<file path="config.mk">
export PLATFORM = sky130hd
export DESIGN_NAME = swrst_ctrl
export DESIGN_NICKNAME = d
export VERILOG_FILES = /design/src/rtl/swrst_pkg.sv /design/src/rtl/swrst_keyreg.sv /design/src/rtl/swrst_core_pulse.sv /design/src/rtl/swrst_sys_gen.sv /design/src/rtl/swrst_ctrl.sv
export SDC_FILE = /design/constraint.sdc
export NUM_CORES = 1
export LEC_CHECK = 0
export ABC_CLOCK_PERIOD_IN_PS = 1800
export BUFFER_PORTS_ARGS = -buffer_cell sky130_fd_sc_hd__buf_2
export CORE_MARGIN = 2
export CORE_UTILIZATION = 39
export CTS_BUF_LIST = sky130_fd_sc_hd__clkbuf_8
export CTS_CLUSTER_DIAMETER = 120
export DETAILED_ROUTE_END_ITERATION = 7
export PLACE_DENSITY_LB_ADDON = 0.1
export SYNTH_ARGS = -nofsm -noshare
export SYNTH_HDL_FRONTEND = slang
export SYNTH_SLANG_ARGS = --single-unit
</file>
<file path="constraint.sdc">
create_clock -name clk -period 1.8 [get_ports clk]
set_input_delay 0 -clock clk [delete_from_list [all_inputs] [get_ports clk]]
set_output_delay 0 -clock clk [all_outputs]
set_load 0.005 [all_outputs]
</file>
<file path="src/rtl/swrst_pkg.sv">
// Shared constants and types for the keyed software reset controller.
package swrst_pkg;
    localparam logic [15:0] UNLOCK_KEY = 16'h05FA;  // required upper halfword on writes
    localparam logic [15:0] READ_TAG   = 16'hFA05;  // upper halfword returned on reads
    localparam int          CORE_BIT   = 0;         // core-only request bit
    localparam int          SYS_BIT    = 2;         // system request bit

    typedef enum logic [1:0] {
        GEN_IDLE = 2'd0,
        GEN_WAIT = 2'd1,
        GEN_HOLD = 2'd2
    } gen_state_e;
endpackage

</file>
<file path="src/rtl/swrst_keyreg.sv">
// Keyed control word: decodes the address and unlock key and latches the
// core and system request flags. Reads return the fixed tag with the
// request bits reading zero.
// Assumes one-cycle write strobes. The flags clear when the matching reset
// is applied, because the word lives inside the domain it resets.
module swrst_keyreg
    import swrst_pkg::*;
#(
    parameter int               ADDR_W     = 16,
    parameter logic [ADDR_W-1:0] REG_OFFSET = 'hED0C
) (
    input  logic              clk,
    input  logic              rst_n,
    input  logic              bus_wr,
    input  logic [ADDR_W-1:0] bus_addr,
    input  logic [31:0]       bus_wdata,
    input  logic              core_active,
    input  logic              sys_active,
    output logic              core_req,
    output logic              sys_req,
    output logic [31:0]       bus_rdata
);
    logic hit;
    logic key_ok;
    logic accept;

    // Address and key decode for the current bus cycle.
    assign hit    = (bus_addr == REG_OFFSET);
    assign key_ok = (bus_wdata[31:16] == UNLOCK_KEY);
    assign accept = bus_wr && hit && key_ok && !core_active && !sys_active;

    // Read path: fixed tag, request bits always read as zero.
    assign bus_rdata = hit ? {READ_TAG, 16'h0000} : 32'h0000_0000;

    // Request flags: set by accepted writes, cleared once the reset is applied.
    always_ff @(posedge clk) begin
        if (!rst_n) begin
            core_req <= 1'b0;
            sys_req  <= 1'b0;
        end else if (sys_active) begin
            core_req <= 1'b0;
            sys_req  <= 1'b0;
        end else begin
            if (core_active) begin
                core_req <= 1'b0;
            end
            if (accept) begin
                if (bus_wdata[SYS_BIT]) begin
                    sys_req <= 1'b1;
                end else if (bus_wdata[CORE_BIT]) begin
                    core_req <= 1'b1;
                end
            end
        end
    end

    // a write with a bad key leaves idle request flags idle.
    p_bad_key_r1: assert property (@(posedge clk) disable iff (!rst_n)
        (bus_wr && !key_ok && !core_req && !sys_req) |=> (!core_req && !sys_req));

    // spare data bits alone never raise a request.
    p_spare_bits_r3: assert property (@(posedge clk) disable iff (!rst_n)
        (bus_wr && hit && key_ok && !bus_wdata[SYS_BIT] && !bus_wdata[CORE_BIT]
         && ({bus_wdata[15:3], bus_wdata[1]} != '0) && !core_req && !sys_req)
        |=> (!core_req && !sys_req));

    // an applied system reset drops every pending request.
    p_busy_drop_r9: assert property (@(posedge clk) disable iff (!rst_n)
        sys_active |=> (!core_req && !sys_req));
endmodule

</file>
<file path="src/rtl/swrst_core_pulse.sv">
// Core reset pulse: on a request it asserts its output for PULSE cycles.
// Requests that arrive while the pulse is running are ignored.
// Assumes PULSE >= 1.
module swrst_core_pulse #(
    parameter int PULSE = 3
) (
    input  logic clk,
    input  logic rst_n,
    input  logic req,
    output logic active
);
    localparam int              CW       = $clog2(PULSE + 1);
    localparam logic [CW-1:0]   PULSE_M1 = CW'(PULSE - 1);
    localparam logic [CW-1:0]   PULSE_V  = CW'(PULSE);

    logic [CW-1:0] cnt;

    // Pulse timer: load on a request, count down, release at zero.
    always_ff @(posedge clk) begin
        if (!rst_n) begin
            active <= 1'b0;
            cnt    <= '0;
        end else if (!active && req) begin
            active <= 1'b1;
            cnt    <= PULSE_M1;
        end else if (active) begin
            if (cnt == '0) begin
                active <= 1'b0;
            end else begin
                cnt <= cnt - 1'b1;
            end
        end
    end

    // the remaining count stays within the configured pulse length.
    p_len_r3: assert property (@(posedge clk) disable iff (!rst_n)
        active |-> (cnt < PULSE_V));
endmodule

</file>
<file path="src/rtl/swrst_sys_gen.sv">
// System reset generator: after a request it waits DELAY cycles, then
// holds its reset for HOLD cycles before returning to idle.
// Assumes DELAY >= 1 and HOLD >= 1. The request stays high until the
// hold phase starts.
module swrst_sys_gen
    import swrst_pkg::*;
#(
    parameter int DELAY = 8,
    parameter int HOLD  = 6
) (
    input  logic clk,
    input  logic rst_n,
    input  logic req,
    output logic active
);
    localparam int            MAXV     = (DELAY > HOLD) ? DELAY : HOLD;
    localparam int            CW       = $clog2(MAXV + 1);
    localparam logic [CW-1:0] DELAY_M1 = CW'(DELAY - 1);
    localparam logic [CW-1:0] HOLD_M1  = CW'(HOLD - 1);

    gen_state_e    state;
    logic [CW-1:0] cnt;

    // Delay and hold sequencer.
    always_ff @(posedge clk) begin
        if (!rst_n) begin
            state <= GEN_IDLE;
            cnt   <= '0;
        end else begin
            case (state)
                GEN_IDLE: begin
                    if (req) begin
                        state <= GEN_WAIT;
                        cnt   <= DELAY_M1;
                    end
                end
                GEN_WAIT: begin
                    if (cnt == '0) begin
                        state <= GEN_HOLD;
                        cnt   <= HOLD_M1;
                    end else begin
                        cnt <= cnt - 1'b1;
                    end
                end
                GEN_HOLD: begin
                    if (cnt == '0) begin
                        state <= GEN_IDLE;
                    end else begin
                        cnt <= cnt - 1'b1;
                    end
                end
                default: begin
                    state <= GEN_IDLE;
                    cnt   <= '0;
                end
            endcase
        end
    end

    // Reset is applied only during the hold phase.
    assign active = (state == GEN_HOLD);

    // a request seen while idle always starts the delay window.
    p_req_to_wait_r4: assert property (@(posedge clk) disable iff (!rst_n)
        (state == GEN_IDLE && req) |=> (state == GEN_WAIT));

    // the hold phase never leads straight back into another delay.
    p_hold_exit_r9: assert property (@(posedge clk) disable iff (!rst_n)
        (state == GEN_HOLD) |=> (state != GEN_WAIT));
endmodule

</file>
<file path="src/rtl/swrst_ctrl.sv">
// Top level: keyed control word, core pulse timer, system reset generator
// and registered active-low reset outputs. The debug reset follows only
// the external reset input.
// Assumes rst_n is already synchronous to clk.
module swrst_ctrl #(
    parameter int               ADDR_W     = 16,
    parameter logic [ADDR_W-1:0] REG_OFFSET = 'hED0C,
    parameter int               CORE_PULSE = 3,
    parameter int               SYS_DELAY  = 8,
    parameter int               SYS_HOLD   = 6
) (
    input  logic              clk,
    input  logic              rst_n,
    input  logic              bus_wr,
    input  logic [ADDR_W-1:0] bus_addr,
    input  logic [31:0]       bus_wdata,
    output logic [31:0]       bus_rdata,
    output logic              core_rst_n,
    output logic              sys_rst_n,
    output logic              dbg_rst_n
);
    logic core_req;
    logic sys_req;
    logic core_active;
    logic sys_active;

    swrst_keyreg #(
        .ADDR_W    (ADDR_W),
        .REG_OFFSET(REG_OFFSET)
    ) keyreg_i (
        .clk        (clk),
        .rst_n      (rst_n),
        .bus_wr     (bus_wr),
        .bus_addr   (bus_addr),
        .bus_wdata  (bus_wdata),
        .core_active(core_active),
        .sys_active (sys_active),
        .core_req   (core_req),
        .sys_req    (sys_req),
        .bus_rdata  (bus_rdata)
    );

    swrst_core_pulse #(
        .PULSE(CORE_PULSE)
    ) core_pulse_i (
        .clk   (clk),
        .rst_n (rst_n),
        .req   (core_req),
        .active(core_active)
    );

    swrst_sys_gen #(
        .DELAY(SYS_DELAY),
        .HOLD (SYS_HOLD)
    ) sys_gen_i (
        .clk   (clk),
        .rst_n (rst_n),
        .req   (sys_req),
        .active(sys_active)
    );

    // Output flops: glitch-free resets that deassert on a clock edge.
    always_ff @(posedge clk) begin
        if (!rst_n) begin
            core_rst_n <= 1'b0;
            sys_rst_n  <= 1'b0;
            dbg_rst_n  <= 1'b0;
        end else begin
            core_rst_n <= !(core_active || sys_active);
            sys_rst_n  <= !sys_active;
            dbg_rst_n  <= 1'b1;
        end
    end

    // whenever the system domain is in reset, the core is too.
    p_core_covers_sys_r5: assert property (@(posedge clk) disable iff (!rst_n)
        !sys_rst_n |-> !core_rst_n);

    // with the external reset released, the debug reset goes and stays high.
    p_dbg_free_r10: assert property (@(posedge clk) disable iff (!rst_n)
        rst_n |=> dbg_rst_n);
endmodule

</file>
# Word level (Yosys, flattened, before mapping)
# Cells that the tools add are included.
word_totals:
  ff_bits: 14
  in_bits: 51
  output_inout_bits: 35
  wordCells: 63
classes:
  addsub: 2
  eq_ne: 9
  muxes: 20
  bitwise: 2
  reduce_logical: 20
op_table:
  columns: ["op", "count"]
  rows:
  - ["$mux 32", 1]
  - ["$eq 16x11->1 const B", 1]
  - ["$eq 16x16->1 const B", 1]
  - ["$mux 2", 6]
  - ["$mux 4", 3]
  - ["$pmux 4 s3", 1]
  - ["$mux 1", 8]
  - ["$reduce_and 2->1", 4]
  - ["$ne 2x1->1 const B", 3]
  - ["$pmux 2 s3", 1]
  - ["$logic_and 1x1->1", 5]
  - ["$logic_not 2->1", 2]
  - ["$logic_not 4->1", 1]
  - ["$ne 2x2->1 const B", 2]
  - ["$reduce_or 2->1", 2]
  - ["$sub 4x1->4 const B", 1]
  - ["$logic_not 1->1", 3]
  - ["$reduce_and 3->1", 1]
  - ["$eq 2x1->1 const B", 1]
  - ["$eq 2x2->1 const B", 1]
  - ["$not 1->1", 2]
  - ["$reduce_bool 2->1", 1]
  - ["$sub 2x1->2 const B", 1]
  - ["$logic_or 1x1->1", 1]

# Longest topological paths before layout
# Gate-level depths: netlist of the first run.
depth:
  word_depth: 6
  depth_mapped: 6
  mapped_depth_nobuf: 6

# Cells and area by module
# From an unflattened synthesis of the first run, not the netlist that was laid out.
unflattened:
  cells_unflattened: 112
  hier_area_um2: 1004.7
modules_own_cells:
  columns: ["module", "n_inst", "cells_per_inst", "area_each_um2", "seq_area_each_um2"]
  rows:
  - ["swrst_keyreg", 1, 54, 455.4, 40.0]
  - ["swrst_sys_gen", 1, 43, 359.1, 120.1]
  - ["swrst_core_pulse", 1, 10, 111.4, 60.1]
  - ["swrst_ctrl", 1, 5, 78.8, 60.1]

# Worst setup path before layout of the first run
# No wires, ideal clock.
synth_timing:
  path_type: "flip-flop to flip-flop"
  from: "register sys_gen_i.cnt[0]"
  to: "register sys_gen_i.cnt[3]"
  setup_ps: 115
  t_arrival_ps: 1430
  required_time_ps: 1685
  slack_ps: 254
  stages_incl_launch_ff: 7
  n_path_buf: 0
  period_less_slack_ps: 1546
  cell_sequence: "dfxtp_1 inv_1 ha_1 nor3b_1 a211oi_1 xor2_1 and3_1"
synth_between:
  elab_chain_cells: 3
  elab_cells_between_ends: 7
  classes_between: "1 x add/sub; 1 x eq/ne; 3 x mux; 2 x reduce/logical"
synth_rtl:
  columns: ["element", "line_no", "source"]
  rows:
  - ["start, declared", "swrst_sys_gen.sv:22", "logic [CW-1:0] cnt;"]
  - ["start signal, assigned", "swrst_sys_gen.sv:42", "cnt <= cnt - 1'b1;"]
  - ["start signal, assigned", "swrst_sys_gen.sv:49", "cnt <= cnt - 1'b1;"]
  - ["$sub 4x1->4 / $logic_not 4->1 (equally long branches)", null, null]
  - ["$mux 4 (tied with other cells)", "swrst_sys_gen.sv:46", "if (cnt == '0) begin"]
  - ["$pmux 4 s3 / $reduce_and 2->1 (equally long branches)", null, null]
# Parallel ways exist; a longest one is shown, timed or not. The select of a mux whose other input is x is not followed.
# A chain may end at the register's enable or synchronous reset.

# Final worst setup path of the first run
layout_timing:
  from: "register sys_gen_i.cnt[0]"
  to: "register sys_gen_i.cnt[0]"
# Same word-level chain as after synthesis.

==> results of run 1 <==
## worst max-delay path: stages, from the launching register on
cell and delay [ps]:
dfxtp_1 330, inv_1 60, ha_1 190, nor3b_1 340, buf_4 190, a21oi_1 60
o221a_2 270
## synthesized netlist by cell type, types with 2 or more instances
cell	n	area share [%]
inv_1	5	1.9
a21oi_1	5	2.6
nand2_1	4	1.5
nor2_1	7	2.7
dfxtp_1	14	29
clkbuf_1	2	0.77
buf_4	32	25
o21ai_0	4	2.1
o22ai_1	2	1.3
nand4b_1	4	3.6
nor2b_1	2	1.3
nand2b_1	5	3.2
or4b_1	2	2.1
nor3_1	2	1.0
## power groups by stage
stage | registers, mW | clock network [mW] | logic [mW]
2_1_floorplan | 0.322 | 0 | 0.0608
3_3_place_gp | 0.321 | 0 | 0.0650
3_5_place_dp | 0.321 | 0 | 0.0668
4_1_cts | 0.314 | 0.315 | 0.0686
5_1_grt | 0.314 | 0.319 | 0.0797
6_report | 0.314 | 0.304 | 0.0684
## logic make-up (layout without fill, tap and decap cells)
logic type | Yosys count | in the layout | share of synthesized area (%)
fa+ha+maj | 1 | 1 | 1.287
xor+xnor | 1 | 1 | 0.9011
other cells | 1 | 24 | 0.3857
simple gates | 39 | 39 | 27.03
flops | 14 | 14 | 28.83
compound gates | 19 | 19 | 13.13
buf+inv | 39 | 60 | 27.41
mux | 1 | 1 | 1.030
## layout make-up
class                           count  area, um^2  area share [%]
Multi-Input combinational cell     85       511.7           43.70
Sequential cell                    14       280.3           23.93
Inverter                            5       18.77           1.603
Clock buffer                        4       55.05           4.701
Timing Repair Buffer               51       267.8           22.86
Tap cell                           30       37.54           3.205
## state kept, by name, indices dropped and copies added (netlist names)
register,flops
sys_gen_i.cnt,4
core_pulse_i.cnt,2
sys_gen_i.state,2
core_pulse_i.active,1
core_rst_n,1
dbg_rst_n,1
keyreg_i.core_req,1
keyreg_i.sys_req,1
sys_rst_n,1
## routing by layer
layer  vias up  GRT usage [%]  routed length (um)
li1        436              -                   -
met2        42          22.97                 899
met1       398          15.25                 726
met3         3          3.056                 159
met4         0          7.265                  27
met5         -              0                   0
## layout by cell type, fill, tap and decap left out, types with 2 or more instances in the layout
master / instances
or4b_1: 2
conb_1: 24
nor2b_1: 2
a21oi_1: 5
nand2b_1: 5
buf_4: 3
clkbuf_8: 4
buf_2: 47
nor2_1: 7
o21ai_0: 4
nor3_1: 2
nand4b_1: 4
nand2_1: 4
dfxtp_1: 14
o22ai_1: 2
inv_1: 5
## path summary, 6_finish.rpt
| check | startpoint | end | slack, ps | depth (start not counted) |
|---|---|---|---|---|
| hold / removal | bus_wdata[2] | keyreg_i.sys_req | 20 | 3 |
| hold reg to reg | core_pulse_i.cnt[0] | core_pulse_i.cnt[0] | 460 | 2 |
| setup / recovery | sys_gen_i.cnt[0] | sys_gen_i.cnt[0] | 250 | 6 |
| setup reg to reg | sys_gen_i.cnt[0] | sys_gen_i.cnt[0] | 250 | 6 |
## per-stage QoR
step / hold slack, ps / setup slack (ps) / std cells / utilization (%) / area, um^2
floorplan: 27.72 / 254.4 / 138 / - / 1059
global placement: 184.8 / 287.3 / 184 / 45.90 / 1106
detailed placement: 187.7 / 247.1 / 184 / 45.90 / 1106
CTS: 15.10 / 227.3 / 189 / 48.60 / 1171
global route: 36.60 / 117.4 / 189 / 48.60 / 1171
finish: 20.17 / 245.8 / 189 / 48.60 / 1171
==> results.cfg, run 1 <==
[run_status]
status = finished, final reports clean

[clocking]
ctsHoldBuffers = 1
clk_latency_ps = 240
clkSinkCount = 14
postCtsSetupRepairBufs = 0
cts-resized-gates = 0
clkTransAtPathRegs_ps = 60
cts_buffer_depth = 2
numCtsBuffers = 3
cts_root_buffer = clkbuf_8
htree_levels = 1
cts_tree = built

[floorplan]
die_x_um = 53.93
initial_core_util_pct = 40.34
core_mm2 = 0.002410
top_level_ports = 86
die_h_um = 53.93
row_count = 18
dieArea_mm2 = 0.002908

[hold_path]
hp-class = in2reg

[pwr]
p_switching_mw = 0.1423
leakage_nw = 0.5934
vdd_drop_max_mv = 0.3892
p_int_mw = 0.5440
seq_power_share_pct = 45.8
power.density_mw_per_mm2 = 586.1
swShare_pct = 20.73
pwr-share-comb_pct = 10.0
power_mw = 0.6864
p_clk_share_pct = 44.3

[sta]
finalSetupTns_ps = 0
finalHoldViolCount = 0
fmaxAchievable_mhz = 643.4
clock_skew_ps = 1.947
min_period_ps = 1554
finalCritPeriodShare_pct = 86.34
slew_violations = 0
rsz0062_at_grt = false
setup_viol = 0

[route]
drtIter0Drc = 8
antenna_left = 0
first_pass_iters = 4
detail_route.vias_per_cell = 4.651
wirelength_um = 1813
drc = 0
vias = 879
wl_per_cell_um = 9.593

[worst_setup_path]
worst-setup-path-type = reg2reg
cp_max_fo = 4
worstPathRequired_ps = 1940
arrival_ps = 1690
startpoint_type = register
end_kind = register

[synthesis]
synth_ff_type = dfxtp_1
synth-edff-count = 0
ys_types = 39
synth_warnings = 0
synthArstFlopShare_pct = 0
ys_seq_area_share_pct = 28.83
ys_ff_latch = 14
syn-instance-count = 115
syn_avg_cell_area_um2 = 8.454
syn-cell-area_um2 = 972.2

[cells_and_area]
nFillCells = 243
drive_above_1_share_pct = 37.11
area_growth_pct = 20.46
antenna_cells = 0
nets = 212

[global_route]
grt_pass1_vias = 751
grt_overflow_total = 0
grt_max_degree = 13
grt_usage_pct = 13.40
grt_pass1_wl_um = 2856
antenna_found_initial = 0

[placed_design]
place_hpwl_um = 1542
port_buffers = 47
gp_congestion = 0.7160

[flow_run]
cap_viol_max_count = 0
Power figures use the tool's default switching activity.
==> inputs of run 2 (changes only) <==
--- a/config.mk
+++ b/config.mk
@@ -10,9 +10,10 @@
 export CORE_MARGIN = 2
 export CORE_UTILIZATION = 39
 export CTS_BUF_LIST = sky130_fd_sc_hd__clkbuf_8
-export CTS_CLUSTER_DIAMETER = 120
+export CTS_CLUSTER_DIAMETER = 200
 export DETAILED_ROUTE_END_ITERATION = 7
 export PLACE_DENSITY_LB_ADDON = 0.1
+export REMOVE_ABC_BUFFERS = 1
 export SYNTH_ARGS = -nofsm -noshare
 export SYNTH_HDL_FRONTEND = slang
 export SYNTH_SLANG_ARGS = --single-unit
==> results.cfg, run 2 (same netlist as run 1, synthesis figures left out) <==
[pwr]
swShare_pct = 21.21
p_clk_share_pct = 44.6
leakage_nw = 0.5934
power.density_mw_per_mm2 = 590.1
p_switching_mw = 0.1466
pwr-share-comb_pct = 9.9
seq_power_share_pct = 45.5
p_int_mw = 0.5444
vdd_drop_max_mv = 0.2991

[sta]
fmaxAchievable_mhz = 620.8
finalHoldViolCount = 0
slew_violations = 0
finalCritPeriodShare_pct = 89.49
finalSetupTns_ps = 0
setup_ws_ps = 189.2
rsz0062_at_grt = false
setup_viol = 0
min_period_ps = 1611
clock_skew_ps = 1.754

[placed_design]
port_buffers = 47
place_hpwl_um = 1562
postPlaceCellArea_mm2 = 0.001106
gp_congestion = 0.7815
dp_worst_setup_slack_ps = 218.6
place_inst = 184

[worst_setup_path]
r2r_start = sys_gen_i.cnt[0]
worst-setup-path-type = reg2reg
cp_max_fo = 4
slowest_stage = nor3b_1
crit_path_start = sys_gen_i.cnt[0]
arrival_ps = 1750
worstPathRequired_ps = 1940
reg2reg_slack_ps = 190
reg2reg_to = sys_gen_i.cnt[0]
end_kind = register
startpoint_type = register
worstRegToRegCells = 6
path_cells = inv_1 -> ha_1 -> nor3b_1 -> buf_4 -> a21oi_1 -> o221a_2
crit_path_max_incr_delay_ps = 390

[clocking]
clkTransAtPathRegs_ps = 60
cts_tree = built
cts_buffer_depth = 2
clkSinkCount = 14
postCtsSetupRepairBufs = 0
ctsHoldBuffers = 1
cts-resized-gates = 0
numCtsBuffers = 3
cts_root_buffer = clkbuf_8
clk_latency_ps = 250
htree_levels = 1

[floorplan]
core_mm2 = 0.002410
dieArea_mm2 = 0.002908
die_x_um = 53.93
die_h_um = 53.93
top_level_ports = 86
row_count = 18
initial_core_util_pct = 40.34

[global_route]
met3_usage_pct = 3.611
grt_busiest_layer = met2
use_met2_pct = 22.76
grt_overflow_total = 0
grt_max_degree = 13
grt_pass1_vias = 756
antenna_found_initial = 0
grt_pass1_wl_um = 2904
gr-usage-met1_pct = 16.05
grt_usage_pct = 13.96

[route]
antenna_left = 0
drtIter0Drc = 16
wirelength_um = 1878
wl_per_cell_um = 9.937
vias = 876
first_pass_iters = 4
detail_route.vias_per_cell = 4.635
drc = 0

[run_status]
status = finished, final reports clean

[hold_path]
min-delay-start = bus_wdata[2]
hold_depth = 3
hp-class = in2reg
hold_end = keyreg_i.sys_req

[cells_and_area]
antenna_cells = 0
drive_above_1_share_pct = 37.11
largest_reg_flops = 4
nets = 212
stdcell_area_mm2 = 0.001171
nFillCells = 239
final_common_cell = buf_2
final_cell_mix = buf_2, conb_1, dfxtp_1, nor2_1
regMostFlops = sys_gen_i.cnt
reg_top3 = sys_gen_i.cnt: 4 flops, core_pulse_i.cnt: 2 flops, sys_gen_i.state: 2 flops
area_growth_pct = 20.46
fin_cells = 189

[flow_run]
cap_viol_max_count = 0
==> run 2: final cells by class <==
type	count	area, um^2	share of cell area [%]
sequential	14	280.3	23.93
tap	30	37.54	3.205
multi-input combinational	85	511.7	43.70
inverter	5	18.77	1.603
timing repair buffer	51	267.8	22.86
clock buffer	4	55.05	4.701
==> run 2: metrics by stage <==
step	power (mW)	hold WS, ps	util, %
global route	0.7251	23.09	48.60
floorplan	0.3447	27.72	-
detailed placement	0.3877	196.3	45.90
global placement	0.3864	189.6	45.90
CTS	0.6996	20.18	48.60
finish	0.6910	19.63	48.60
==> run 2: worst max-delay path: cells and delay by family, from the launching register on <==
| family | cells | cell delay (ps) |
|---|---|---|
| buffers and inverters | 2 | 250 |
| adder cells (fa/ha/maj) | 1 | 190 |
| flip-flops | 1 | 330 |
| AND/OR/NAND/NOR | 1 | 390 |
| AO/OA/AOI/OAI | 2 | 340 |
==> run 2: routing by layer <==
metal / part of all wire [%] / wire, um
met5: 0 / 0
met4: 2.7 / 51
met2: 47 / 891
met3: 9.3 / 174
met1: 41 / 761
==> run 2: power groups by stage <==
stage | Combinational, mW | Sequential (mW) | Clock (mW)
finish | 0.0685 | 0.314 | 0.308
global route | 0.0785 | 0.314 | 0.332
CTS | 0.0685 | 0.314 | 0.317
floorplan | 0.0230 | 0.322 | 0
detailed placement | 0.0667 | 0.321 | 0
global placement | 0.0653 | 0.321 | 0
==> run 2: how the worst max path moves through the flow <==
stage	end	slack, ps	cells past startpoint
2_1_floorplan	sys_gen_i.cnt[3]	250	6
3_3_place_gp	sys_gen_i.cnt[0]	270	6
3_5_place_dp	sys_gen_i.cnt[0]	220	6
4_1_cts	sys_gen_i.cnt[0]	170	6
5_1_grt	sys_gen_i.cnt[0]	100	6
6_report	sys_gen_i.cnt[0]	190	6
